**config.mk**
```make
export PLATFORM = sky130hd
export DESIGN_NAME = shared_ram_guard
export DESIGN_NICKNAME = d
export VERILOG_FILES = /design/src/rtl/shared_ram_guard_pkg.sv /design/src/rtl/srg_cfg_regs.sv /design/src/rtl/srg_region_decode.sv /design/src/rtl/srg_master_gate.sv /design/src/rtl/srg_violation_flag.sv /design/src/rtl/shared_ram_guard.sv
export SDC_FILE = /design/constraint.sdc
export NUM_CORES = 1
export LEC_CHECK = 0
export BUFFER_PORTS_ARGS = -buffer_cell sky130_fd_sc_hd__buf_4
export CAP_MARGIN = 40
export CORE_ASPECT_RATIO = 0.75
export CORE_MARGIN = 1
export CORE_UTILIZATION = 45
export DETAILED_ROUTE_END_ITERATION = 16
export PLACE_DENSITY_LB_ADDON = 0.15
export SYNTH_ARGS = -nofsm -noshare
export SYNTH_HDL_FRONTEND = slang
export SYNTH_SLANG_ARGS = --single-unit
export TNS_END_PERCENT = 1
```
**constraint.sdc**
```tcl
create_clock -name clk -period 3.5 [get_ports clk]
set_input_delay 0.7 -clock clk [delete_from_list [all_inputs] [get_ports clk]]
set_output_delay 0.7 -clock clk [all_outputs]
set_load 0.02 [all_outputs]
```
**src/rtl/shared_ram_guard_pkg.sv**
```systemverilog
package shared_ram_guard_pkg;
  typedef enum logic [1:0] {
    RG_OUTSIDE = 2'd0,
    RG_COP     = 2'd1,
    RG_SHARED  = 2'd2,
    RG_CPU     = 2'd3
  } region_e;

  localparam logic [1:0] SEL_COP_TOP = 2'd0;
  localparam logic [1:0] SEL_SH_BOT  = 2'd1;
  localparam logic [1:0] SEL_SH_TOP  = 2'd2;
  localparam logic [1:0] SEL_CTRL    = 2'd3;

  localparam int CTRL_EN  = 0;
  localparam int CTRL_IE  = 1;
  localparam int CTRL_CLR = 7;
endpackage

```
**src/rtl/srg_cfg_regs.sv**
```systemverilog
module srg_cfg_regs
  import shared_ram_guard_pkg::*;
#(
  parameter int PAGE_W = 8
) (
  input  logic              clk,
  input  logic              rst,
  input  logic              cfg_we,
  input  logic [1:0]        cfg_sel,
  input  logic [PAGE_W-1:0] cfg_wdata,
  output logic [PAGE_W-1:0] cop_top,
  output logic [PAGE_W-1:0] sh_bot,
  output logic [PAGE_W-1:0] sh_top,
  output logic              prot_en,
  output logic              irq_en,
  output logic              clr_req
);
  logic ctrl_wr;
  assign ctrl_wr = cfg_we && (cfg_sel == SEL_CTRL);
  assign clr_req = ctrl_wr && cfg_wdata[CTRL_CLR];

  always_ff @(posedge clk) begin
    if (rst) begin
      cop_top <= '0;
      sh_bot  <= '0;
      sh_top  <= '0;
      prot_en <= 1'b0;
      irq_en  <= 1'b0;
    end else if (cfg_we) begin
      case (cfg_sel)
        SEL_COP_TOP: cop_top <= cfg_wdata;
        SEL_SH_BOT:  sh_bot  <= cfg_wdata;
        SEL_SH_TOP:  sh_top  <= cfg_wdata;
        default: begin
          prot_en <= cfg_wdata[CTRL_EN];
          irq_en  <= cfg_wdata[CTRL_IE];
        end
      endcase
    end
  end
endmodule

```
**src/rtl/srg_region_decode.sv**
```systemverilog
module srg_region_decode
  import shared_ram_guard_pkg::*;
#(
  parameter int          ADDR_W      = 23,
  parameter int          PAGE_W      = 8,
  parameter int          OFS_W       = 8,
  parameter int unsigned WIN_HI      = 'h0F,
  parameter int unsigned RAM_LO_PAGE = 'h80
) (
  input  logic [ADDR_W-1:0] addr,
  input  logic [PAGE_W-1:0] cop_top,
  input  logic [PAGE_W-1:0] sh_bot,
  input  logic [PAGE_W-1:0] sh_top,
  output region_e           region
);
  localparam int HI_W = ADDR_W - PAGE_W - OFS_W;
  localparam logic [HI_W-1:0]   HI_VAL = HI_W'(WIN_HI);
  localparam logic [PAGE_W-1:0] LO_PG  = PAGE_W'(RAM_LO_PAGE);

  logic [PAGE_W-1:0] page;
  logic in_win, in_sh, in_cop;

  assign page   = addr[OFS_W +: PAGE_W];
  assign in_win = (addr[ADDR_W-1 -: HI_W] == HI_VAL) && (page >= LO_PG);
  assign in_sh  = (page >= sh_bot) && (page <= sh_top);
  assign in_cop = (page <= cop_top);

  always_comb begin
    if (!in_win)     region = RG_OUTSIDE;
    else if (in_sh)  region = RG_SHARED;
    else if (in_cop) region = RG_COP;
    else             region = RG_CPU;
  end
endmodule

```
**src/rtl/srg_master_gate.sv**
```systemverilog
module srg_master_gate
  import shared_ram_guard_pkg::*;
#(
  parameter bit IS_COP = 1'b0
) (
  input  logic    clk,
  input  logic    rst,
  input  logic    req,
  input  logic    we,
  input  region_e region,
  input  logic    prot_en,
  output logic    viol,
  output logic    pass_q,
  output logic    block_q
);
  region_e forbidden;
  assign forbidden = IS_COP ? RG_CPU : RG_COP;
  assign viol = prot_en && req && we && (region == forbidden);

  always_ff @(posedge clk) begin
    if (rst) begin
      pass_q  <= 1'b0;
      block_q <= 1'b0;
    end else begin
      pass_q  <= req && !viol;
      block_q <= viol;
    end
  end

  // reads are never stopped
  assert_read_pass_R5: assert property (@(posedge clk) disable iff (rst)
    ($past(!rst) && $past(req && !we)) |-> (pass_q && !block_q));

  // nothing blocked while protection is off
  assert_off_no_block_R6: assert property (@(posedge clk) disable iff (rst)
    ($past(!rst) && $past(!prot_en)) |-> !block_q);
endmodule

```
**src/rtl/srg_violation_flag.sv**
```systemverilog
module srg_violation_flag (
  input  logic clk,
  input  logic rst,
  input  logic set_req,
  input  logic clr_req,
  input  logic irq_en,
  output logic flag_q,
  output logic irq
);
  always_ff @(posedge clk) begin
    if (rst)          flag_q <= 1'b0;
    else if (set_req) flag_q <= 1'b1;
    else if (clr_req) flag_q <= 1'b0;
  end

  assign irq = flag_q && irq_en;

  // a violation beats a clear
  assert_set_wins_R8: assert property (@(posedge clk) disable iff (rst)
    ($past(!rst) && $past(set_req)) |-> flag_q);

  // the flag only rises because of a violation
  assert_rise_cause_R7: assert property (@(posedge clk) disable iff (rst)
    ($past(!rst) && $rose(flag_q)) |-> $past(set_req));
endmodule

```
**src/rtl/shared_ram_guard.sv**
```systemverilog
module shared_ram_guard
  import shared_ram_guard_pkg::*;
#(
  parameter int          ADDR_W      = 23,
  parameter int          PAGE_W      = 8,
  parameter int          OFS_W       = 8,
  parameter int unsigned WIN_HI      = 'h0F,
  parameter int unsigned RAM_LO_PAGE = 'h80
) (
  input  logic              clk,
  input  logic              rst,
  input  logic              cpu_req,
  input  logic              cpu_we,
  input  logic [ADDR_W-1:0] cpu_addr,
  input  logic              cop_req,
  input  logic              cop_we,
  input  logic [ADDR_W-1:0] cop_addr,
  input  logic              cfg_we,
  input  logic [1:0]        cfg_sel,
  input  logic [PAGE_W-1:0] cfg_wdata,
  output logic              cpu_pass,
  output logic              cpu_blocked,
  output logic              cop_pass,
  output logic              cop_err,
  output logic              viol_flag,
  output logic              viol_irq
);
  localparam int N_M = 2;

  logic [PAGE_W-1:0] cop_top, sh_bot, sh_top;
  logic prot_en, irq_en, clr_req;

  logic [N_M-1:0]    m_req, m_we, m_viol, m_pass, m_block;
  logic [ADDR_W-1:0] m_addr [N_M];
  region_e           m_region [N_M];

  assign m_req[0]  = cpu_req;
  assign m_we[0]   = cpu_we;
  assign m_addr[0] = cpu_addr;
  assign m_req[1]  = cop_req;
  assign m_we[1]   = cop_we;
  assign m_addr[1] = cop_addr;

  srg_cfg_regs #(.PAGE_W(PAGE_W)) u_cfg (
    .clk(clk), .rst(rst), .cfg_we(cfg_we), .cfg_sel(cfg_sel),
    .cfg_wdata(cfg_wdata), .cop_top(cop_top), .sh_bot(sh_bot),
    .sh_top(sh_top), .prot_en(prot_en), .irq_en(irq_en), .clr_req(clr_req)
  );

  for (genvar m = 0; m < N_M; m++) begin : g_master
    srg_region_decode #(
      .ADDR_W(ADDR_W), .PAGE_W(PAGE_W), .OFS_W(OFS_W),
      .WIN_HI(WIN_HI), .RAM_LO_PAGE(RAM_LO_PAGE)
    ) u_dec (
      .addr(m_addr[m]), .cop_top(cop_top), .sh_bot(sh_bot),
      .sh_top(sh_top), .region(m_region[m])
    );
    srg_master_gate #(.IS_COP(m == 1)) u_gate (
      .clk(clk), .rst(rst), .req(m_req[m]), .we(m_we[m]),
      .region(m_region[m]), .prot_en(prot_en), .viol(m_viol[m]),
      .pass_q(m_pass[m]), .block_q(m_block[m])
    );
  end

  srg_violation_flag u_flag (
    .clk(clk), .rst(rst), .set_req(m_viol[0]), .clr_req(clr_req),
    .irq_en(irq_en), .flag_q(viol_flag), .irq(viol_irq)
  );

  assign cpu_pass    = m_pass[0];
  assign cpu_blocked = m_block[0];
  assign cop_pass    = m_pass[1];
  assign cop_err     = m_block[1];

  // an access error only follows a coprocessor write
  assert_err_cause_R4: assert property (@(posedge clk) disable iff (rst)
    ($past(!rst) && cop_err) |-> $past(cop_req && cop_we));

  // a blocked CPU write always leaves the flag set
  assert_block_flags_R7: assert property (@(posedge clk) disable iff (rst)
    cpu_blocked |-> viol_flag);
endmodule

```
# Word-level counts from Yosys, hierarchy flattened
# Index checks and enable logic that the tools add are counted.
[totals]
regBits = 31
inputBits = 63
out_inout_bits = 6
word_cells = 58
[op_classes]
n_lt_le_gt_ge = 8
n_eq_ne = 7
mux = 8
n_bitwise = 1
reduce_logical = 24
[op_table]
columns = ["cell", "n"]
rows = [
  ["<= comparator 8 bit", 4],
  [">= comparator 8 bit", 2],
  [">= comparator 8 bit, second input constant", 2],
  ["logical AND 1 bit", 15],
  ["== test 7 x 4 -> 1 bit, second input constant", 2],
  ["2-to-1 mux 2 bit", 6],
  ["AND reduction 2 bit", 4],
  ["== test 2 bit, second input constant", 3],
  ["== test 2 x 1 -> 1 bit, second input constant", 2],
  ["OR reduction 3 bit", 1],
  ["logical NOT 1 bit", 2],
  ["logical NOT 2 bit", 1],
  ["2-to-1 mux 1 bit", 2],
  ["nonzero test 2 bit", 1],
  ["inverter 1 bit", 1],
]

# Logic depth before layout (Yosys ltp)
# Gate-level depths: netlist of the first run.
[logic_depth]
depth_word = 8
mapped_depth = 7
mapped_depth_nobuf = 7

# Cells and area by module
# A second synthesis of the first run with hierarchy kept.
[unflattened]
hier_cells = 286
area_unflattened_um2 = 2567.5
[modules_own_cells]
columns = ["module", "instances", "cells_per_inst", "area_each_um2", "seq_area_each_um2"]
rows = [
  ["srg_region_decode", 2, 85, 649.4, 0.0],
  ["srg_cfg_regs", 1, 99, 1074.8, 520.5],
  ["srg_master_gate at g_master[1].u_gate", 1, 6, 75.1, 40.0],
  ["srg_master_gate at g_master[0].u_gate", 1, 6, 73.8, 40.0],
  ["srg_violation_flag", 1, 5, 45.0, 20.0],
]

# Least setup slack after synthesis of the first run
# OpenSTA, ideal clock, no wires.
[synth_path]
path_type = "input -> register"
startpoint = "input cpu_addr[8]"
endpoint = "register g_master[0].u_gate.pass_q"
setup_time_ns = 0.122
arrival_time_ns = 2.113
required_ns = 3.378
path_slack_ns = 1.265
cell_stages = 7
path_buffers = 0
cell_sequence = "inv_1 -> ha_1 -> nand2b_1 -> a2111o_1 -> a31oi_1 -> a221oi_1 -> o311a_1"
[synth_via]
elab_chain_cells = 8
elab_cells_between_ends = 13
cone_classes = "4 x order compare; 1 x eq/ne; 3 x mux; 5 x reduce/logical"
[synth_rtl]
columns = ["element", "line", "text"]
rows = [
  ["start: declaration", "shared_ram_guard.sv:14", "input logic [ADDR_W-1:0] cpu_addr,"],
  ["<= comparator 8 bit, or another cell as far along", "srg_region_decode.sv:26", "assign in_cop = (page <= cop_top);"],
  ["2-to-1 mux 2 bit or logical AND 1 bit (tied branches)", "srg_region_decode.sv:31, srg_region_decode.sv:25", ""],
  ["2-to-1 mux 2 bit", "srg_region_decode.sv:30", "else if (in_sh) region = RG_SHARED;"],
  ["2-to-1 mux 2 bit *", "srg_region_decode.sv:29", "if (!in_win) region = RG_OUTSIDE;"],
  ["== test 2 x 1 -> 1 bit *", "srg_master_gate.sv:18", "assign viol = prot_en && req && we && (region == forbidden);"],
  ["logical AND 1 bit *", "srg_master_gate.sv:18", ""],
  ["logical NOT 1 bit *", "srg_master_gate.sv:25", "pass_q <= req && !viol;"],
  ["logical AND 1 bit *", "srg_master_gate.sv:25", ""],
  ["end signal: assignment", "srg_master_gate.sv:25", ""],
  ["end: declaration", "srg_master_gate.sv:13", "output logic pass_q,"],
]
# Every way passes the cells marked *; elsewhere a longest branch is shown, timed or not.
# A chain may end at the register's enable or synchronous reset.

# Final worst setup path of the first run
# Ends and elaborated chain as after synthesis.

==> results of run 1 <==
## synth_stat cells, types with 3 or more instances
| cell | n | area [um2] |
|---|---|---|
| o21ai_0 | 6 | 30.0 |
| nand2_1 | 10 | 37.5 |
| nand3_1 | 3 | 15.0 |
| inv_1 | 28 | 105 |
| ha_1 | 48 | 601 |
| nor2_1 | 38 | 143 |
| o21a_1 | 3 | 22.5 |
| clkbuf_1 | 4 | 15.0 |
| a21oi_1 | 24 | 120 |
| dfxtp_1 | 31 | 621 |
| o21ai_1 | 4 | 20.0 |
| mux2i_1 | 19 | 190 |
| nand4_1 | 11 | 68.8 |
| nand2b_1 | 4 | 25.0 |
## power groups by stage
| stage | Sequential (uW) | Clock, uW | Combinational [uW] |
|---|---|---|---|
| after CTS | 369 | 436 | 200 |
| after detailed placement | 377 | 0 | 199 |
| final | 370 | 427 | 202 |
| after floorplan | 377 | 0 | 112 |
| after global routing | 370 | 454 | 228 |
| after global placement | 377 | 0 | 191 |
## logic make-up after synthesis
family	count (synthesis)
AND/OR/NAND/NOR	80
adder cells (fa/ha/maj)	48
AO/OA/AOI/OAI	51
buffers and inverters	34
multiplexers	19
flip-flops	31
## state kept, by name (all words and copies together) (netlist names)
| signal | flops |
|---|---|
| u_cfg.cop_top | 8 |
| u_cfg.sh_bot | 8 |
| u_cfg.sh_top | 8 |
| g_master.u_gate.block_q | 2 |
| g_master.u_gate.pass_q | 2 |
| u_cfg.irq_en | 1 |
| u_cfg.prot_en | 1 |
| u_flag.flag_q | 1 |
## path summary, 6_finish.rpt
kind	start	endpoint	slack [ps]	cells after the start
setup reg to reg	u_cfg.sh_bot[0]$_SDFFE_PP0P_	g_master[0].u_gate.pass_q$_SDFF_PP0_	1590	6
hold / removal	u_cfg.sh_bot[7]$_SDFFE_PP0P_	u_cfg.sh_bot[7]$_SDFFE_PP0P_	490	2
setup / recovery	cpu_addr[8]	g_master[0].u_gate.pass_q$_SDFF_PP0_	1350	8
hold reg to reg	u_cfg.sh_bot[7]$_SDFFE_PP0P_	u_cfg.sh_bot[7]$_SDFFE_PP0P_	490	2
## placed cells by master, fill, tap and decap left out, types with 3 or more instances in the layout
cell / instances
a21oi_1: 24
buf_4: 52
clkbuf_8: 5
dfxtp_1: 31
ha_1: 48
inv_1: 28
mux2i_1: 19
nand2_1: 10
nand2b_1: 4
nand3_1: 3
nand4_1: 11
nor2_1: 38
o21a_1: 3
o21ai_0: 6
o21ai_1: 4
## metal layers
metal / GRT usage [%] / vias up
li1: - / 1046
met1: 35.0 / 934
met2: 33.5 / 59
met3: 5.90 / 0
met4: 5.72 / 0
met5: 0 / -
## worst max-delay path, delay by kind of cell
family                     cells  cell delay (ps)
AOI/OAI and AO/OA              4             1030
buffers and inverters          2              210
adders and majority gates      1              230
and+or+nand+nor                1              140
## metrics by stage
stage                     setup slack, ps  total power [uW]  area, um2  instances
after floorplan                      1260               490       2250        263
after global placement               1070               568       2690        366
after detailed placement             1060               576       2700        367
after CTS                            1360              1010       2830        375
after global routing                 1330              1050       2830        375
final                                1350               998       2830        375
## layout make-up
cell class | count | area [um2] | share of cell area, %
clock buffers | 6 | 72.6 | 2.56
clock inverters | 2 | 60.1 | 2.12
inverters | 28 | 105 | 3.71
multi-input cells | 198 | 1500 | 53.0
flip-flops and latches | 31 | 621 | 21.9
well taps | 57 | 71.3 | 2.52
repair buffers | 53 | 402 | 14.2
==> reports/results.txt, run 1 <==
Hold_ws: 492 ps
Metal3 WL: 383 um
Drt pass-1 iters: 4
Pin count of the biggest net entering global routing: 30
Die Height: 63.3 um
Critical Path Start Type: input port
Layout net count: 428
Largest family of logic cells by synthesized area: adder cells
First-pass GRT wire length: 9.58 mm
Leakage: 0.00133 uW
Maxcap violations: 0
Synth Area in Adders: 26.7%
Layout cells sized above 1: 19.2%
Io pins: 69
F_max: 466 MHz
Initial antenna violation count: 0
Fin. Hold Viols: 0
Syn. warnings: 0
Top Metal Used: met3
Final clock period utilization by the worst path: 61.3%
# rows: 21
Via count: 2,039
Outcome: completed
Met2 wire length: 2.40 mm
Via density: 5.44
Tmin final: 2150 ps
Remaining Overflow, GRT: 0
Sw Pwr: 252 uW
Most used flip-flop cell after synthesis: dfxtp_1
Worst endpoint required time: 3670 ps
Postcts setup bufs: 0
Clk pwr share: 42.8%
CTS tree: built
Sw frac: 25.2%
Post-Syn Area: 2250 um2
Antenna cell count: 0
Clk_skew: 10.9 ps
CTS Root Cell: clkbuf_8
Internal cell power: 747 uW
Worst Path Max Fanout: 3
IO Port Bufs: 52
Max Slew Vio Count: 0
PD cells: 353 nW/um2
GRT Overall Usage: 23.5%
Slowest stage delay, CP: 400 ps
H-tree depth: 2
Detailed placer's ending HPWL: 4.66 mm
Compound-Gate Fraction of Synth Area: 13.8%
Inserted Clock Buffers: 5
Critical setup path kind: in2reg
Post-route ant nets: 0
Mapped Nets: 374
Seq/Total Area, Yosys: 27.6%
Crit end category: flip-flop
Simple-gate share of the synthesized area: 17.7%
Mapped Cells: 263
RSZ-0062 raised after global routing: false
Post-synth EDFFs: 0
Yosys reg bits: 31
Skew-Pair Late Insertion Delay: 280 ps
Hold WC Path Type: reg2reg
Met1 WL: 3.08 mm
Cells along the critical path: buf_4, inv_1, ha_1, nand2b_1, a2111o_1, a31oi_1, a221oi_1, o311a_1
Relative slew slack: 55.7%
Clock sink count: 31
Post-synthesis mux area share: 8.45%
Worst-Margin Slew: 662 ps
Die Width: 83.7 um
Combinational share of power: 20.2%
Fillcell total: 418
1st-iter DRT viols: 93
Final Core Density: 61.2%
Yosys cell types: 36
Syn_area_per_cell: 8.56 um2
Worst VDD drop: 0.224 mV
CTS Hold Buffers Added: 0
Setup TNS: 0 ps
Residual DRC: 0
Synth Area in XOR/XNOR: 0%
Total Die Area: 5290 um2
Core Area: 4620 um2
Post-synth ARST share: 0%
Clk slew on worst S/H paths: 70 ps
Area growth, synth to finish: 25.8%
Wirelength per Cell: 15.6 um
Starting Density: 48.7%
Routability cong.: 0.838
Final setup fails: 0
Slowest CP cell: a2111o_1
Crit path DAT: 2320 ps
PostCTS Resize Cnt: 0
Number of global-route vias before repair: 1,979
Clk buf depth: 2
Routed WL: 5.86 mm
Share of power burned in registers: 37.0%
Power figures use the tool's default switching activity.
==> run 2, diff against run 1 <==
clock period = 2.25 ns   (was 3.5 ns; I/O delays follow)
==> run 2 against run 1 <==
Compared with the run above: clock skew decreased by 1.2 ps; combinational power increased by 54%; cell area increased by 0.13%; via count decreased by 0.39%; register-to-register slack got worse by 1200 ps; critical endpoint unchanged; largest cell class unchanged; critical path type unchanged; core utilization increased by 0.081 points; count of clock-buffer cells in the layout unchanged; cell count increased by 0.27%; first-iteration DRC count increased by 20%; highest routed layer is now met4; setup slack got worse by 1000 ps; power increased by 56%; wire length decreased by 0.56%.
==> reports/results.txt, run 2 (synthesis gave the netlist of run 1 again) <==
Initial antenna violation count: 0
CTS Hold Buffers Added: 0
Layout net count: 429
Core Area: 4620 um2
Starting Density: 48.7%
Inserted Clock Buffers: 5
Most common cell after layout, fill and taps aside: buf_4
CTS Root Cell: clkbuf_8
Number of global-route vias before repair: 2,035
Worst VDD drop: 0.415 mV
Outcome: completed
Setup crit start: cpu_addr[8]
Die Height: 63.3 um
Clk slew on worst S/H paths: 70 ps
Fin. Hold Viols: 0
Via density: 5.40
Postcts setup bufs: 0
Die Width: 83.7 um
Pin count of the biggest net entering global routing: 30
PostCTS Resize Cnt: 0
Area growth, synth to finish: 26.0%
Critical Path Start Type: input port
Highest-count cells in the layout ignoring fill and taps: 54 x buf_4, 48 x ha_1, 38 x nor2_1
Critical setup path kind: in2reg
Wirelength per Cell: 15.5 um
GRT Overall Usage: 23.7%
Tmin final: 1910 ps
Worst endpoint required time: 2430 ps
R2R Path Start: u_cfg.sh_bot[0]$_SDFFE_PP0P_
Post-route ant nets: 0
Drt pass-1 iters: 4
Crit path DAT: 2090 ps
Relative slew slack: 57.7%
FF/Latch Area: 621 um2
Final Core Density: 61.3%
Residual DRC: 0
Clk_skew: 9.74 ps
Leakage: 0.00133 uW
First-pass GRT wire length: 9.63 mm
Area of the multi-input gates: 1500 um2
Remaining Overflow, GRT: 0
CTS tree: built
Clk buf depth: 2
# rows: 21
Clock sink count: 31
H-tree depth: 2
Io pins: 69
Detailed placer's ending HPWL: 4.66 mm
1st-iter DRT viols: 112
Final clock period utilization by the worst path: 84.8%
Final setup fails: 0
Worst Path Max Fanout: 3
Hold WC Path Type: in2reg
Max Slew Vio Count: 0
IO Port Bufs: 52
Antenna cell count: 0
Crit end category: flip-flop
Via count: 2,031
Largest regs: u_cfg.cop_top x8, u_cfg.sh_bot x8, u_cfg.sh_top x8
RSZ-0062 raised after global routing: false
Maxcap violations: 0
Routed WL: 5.83 mm
Skew-Pair Late Insertion Delay: 290 ps
F_max: 524 MHz
PD cells: 549 nW/um2
Worst-Margin Slew: 632 ps
Hold wc startpoint: cop_req
Routability cong.: 0.860
Total power draw: 1560 uW
Fillcell total: 421
Setup TNS: 0 ps
Total Die Area: 5290 um2
Layout cells sized above 1: 19.4%
run 2: final timing paths:
kind	endpoint	cells past startpoint	slack (ps)
worst max register to register	g_master[0].u_gate.pass_q$_SDFF_PP0_	6	340
worst max-delay path	g_master[0].u_gate.pass_q$_SDFF_PP0_	8	340
worst min register to register	u_cfg.irq_en$_SDFFE_PP0P_	2	500
worst min-delay path	g_master[1].u_gate.pass_q$_SDFF_PP0_	3	390
run 2: power breakdown:
part / switching (uW) / total, uW / internal (uW) / leakage, uW
logic: 160 / 312 / 152 / 0.00102
registers: 8.59 / 575 / 566 / 0.000252
clock network: 227 / 670 / 443 / 0.0000654
run 2: per-stage QoR:
stage	setup slack [ps]	instance area, um2	hold slack, ps	instances
floorplan	265	2250	455	263
global placement	89.4	2700	469	368
detailed placement	42.6	2700	483	368
CTS	348	2840	386	376
global route	245	2840	402	376
finish	341	2840	389	376
run 2: metal layers:
metal / GRT usage (%) / share of wire (%) / vias up
met5: 0 / 0 / -
met4: 7.20 / 1.3 / 0
met3: 4.46 / 5.8 / 9
met2: 35.5 / 39 / 53
met1: 34.2 / 54 / 922
li1: - / - / 1047
run 2: layout make-up:
type	count	share of cell area, %
clock inverters	2	2.12
multi-input cells	198	52.9
well taps	57	2.52
repair buffers	54	14.3
inverters	28	3.71
flip-flops and latches	31	21.9
clock buffers	6	2.56
run 2: worst max-delay path, cell delays in order:
cell and delay (ps):
buf_4 110, inv_1 100, ha_1 240, nand2b_1 150, a2111o_1 410, a31oi_1 160, a221oi_1 100, o311a_1 370
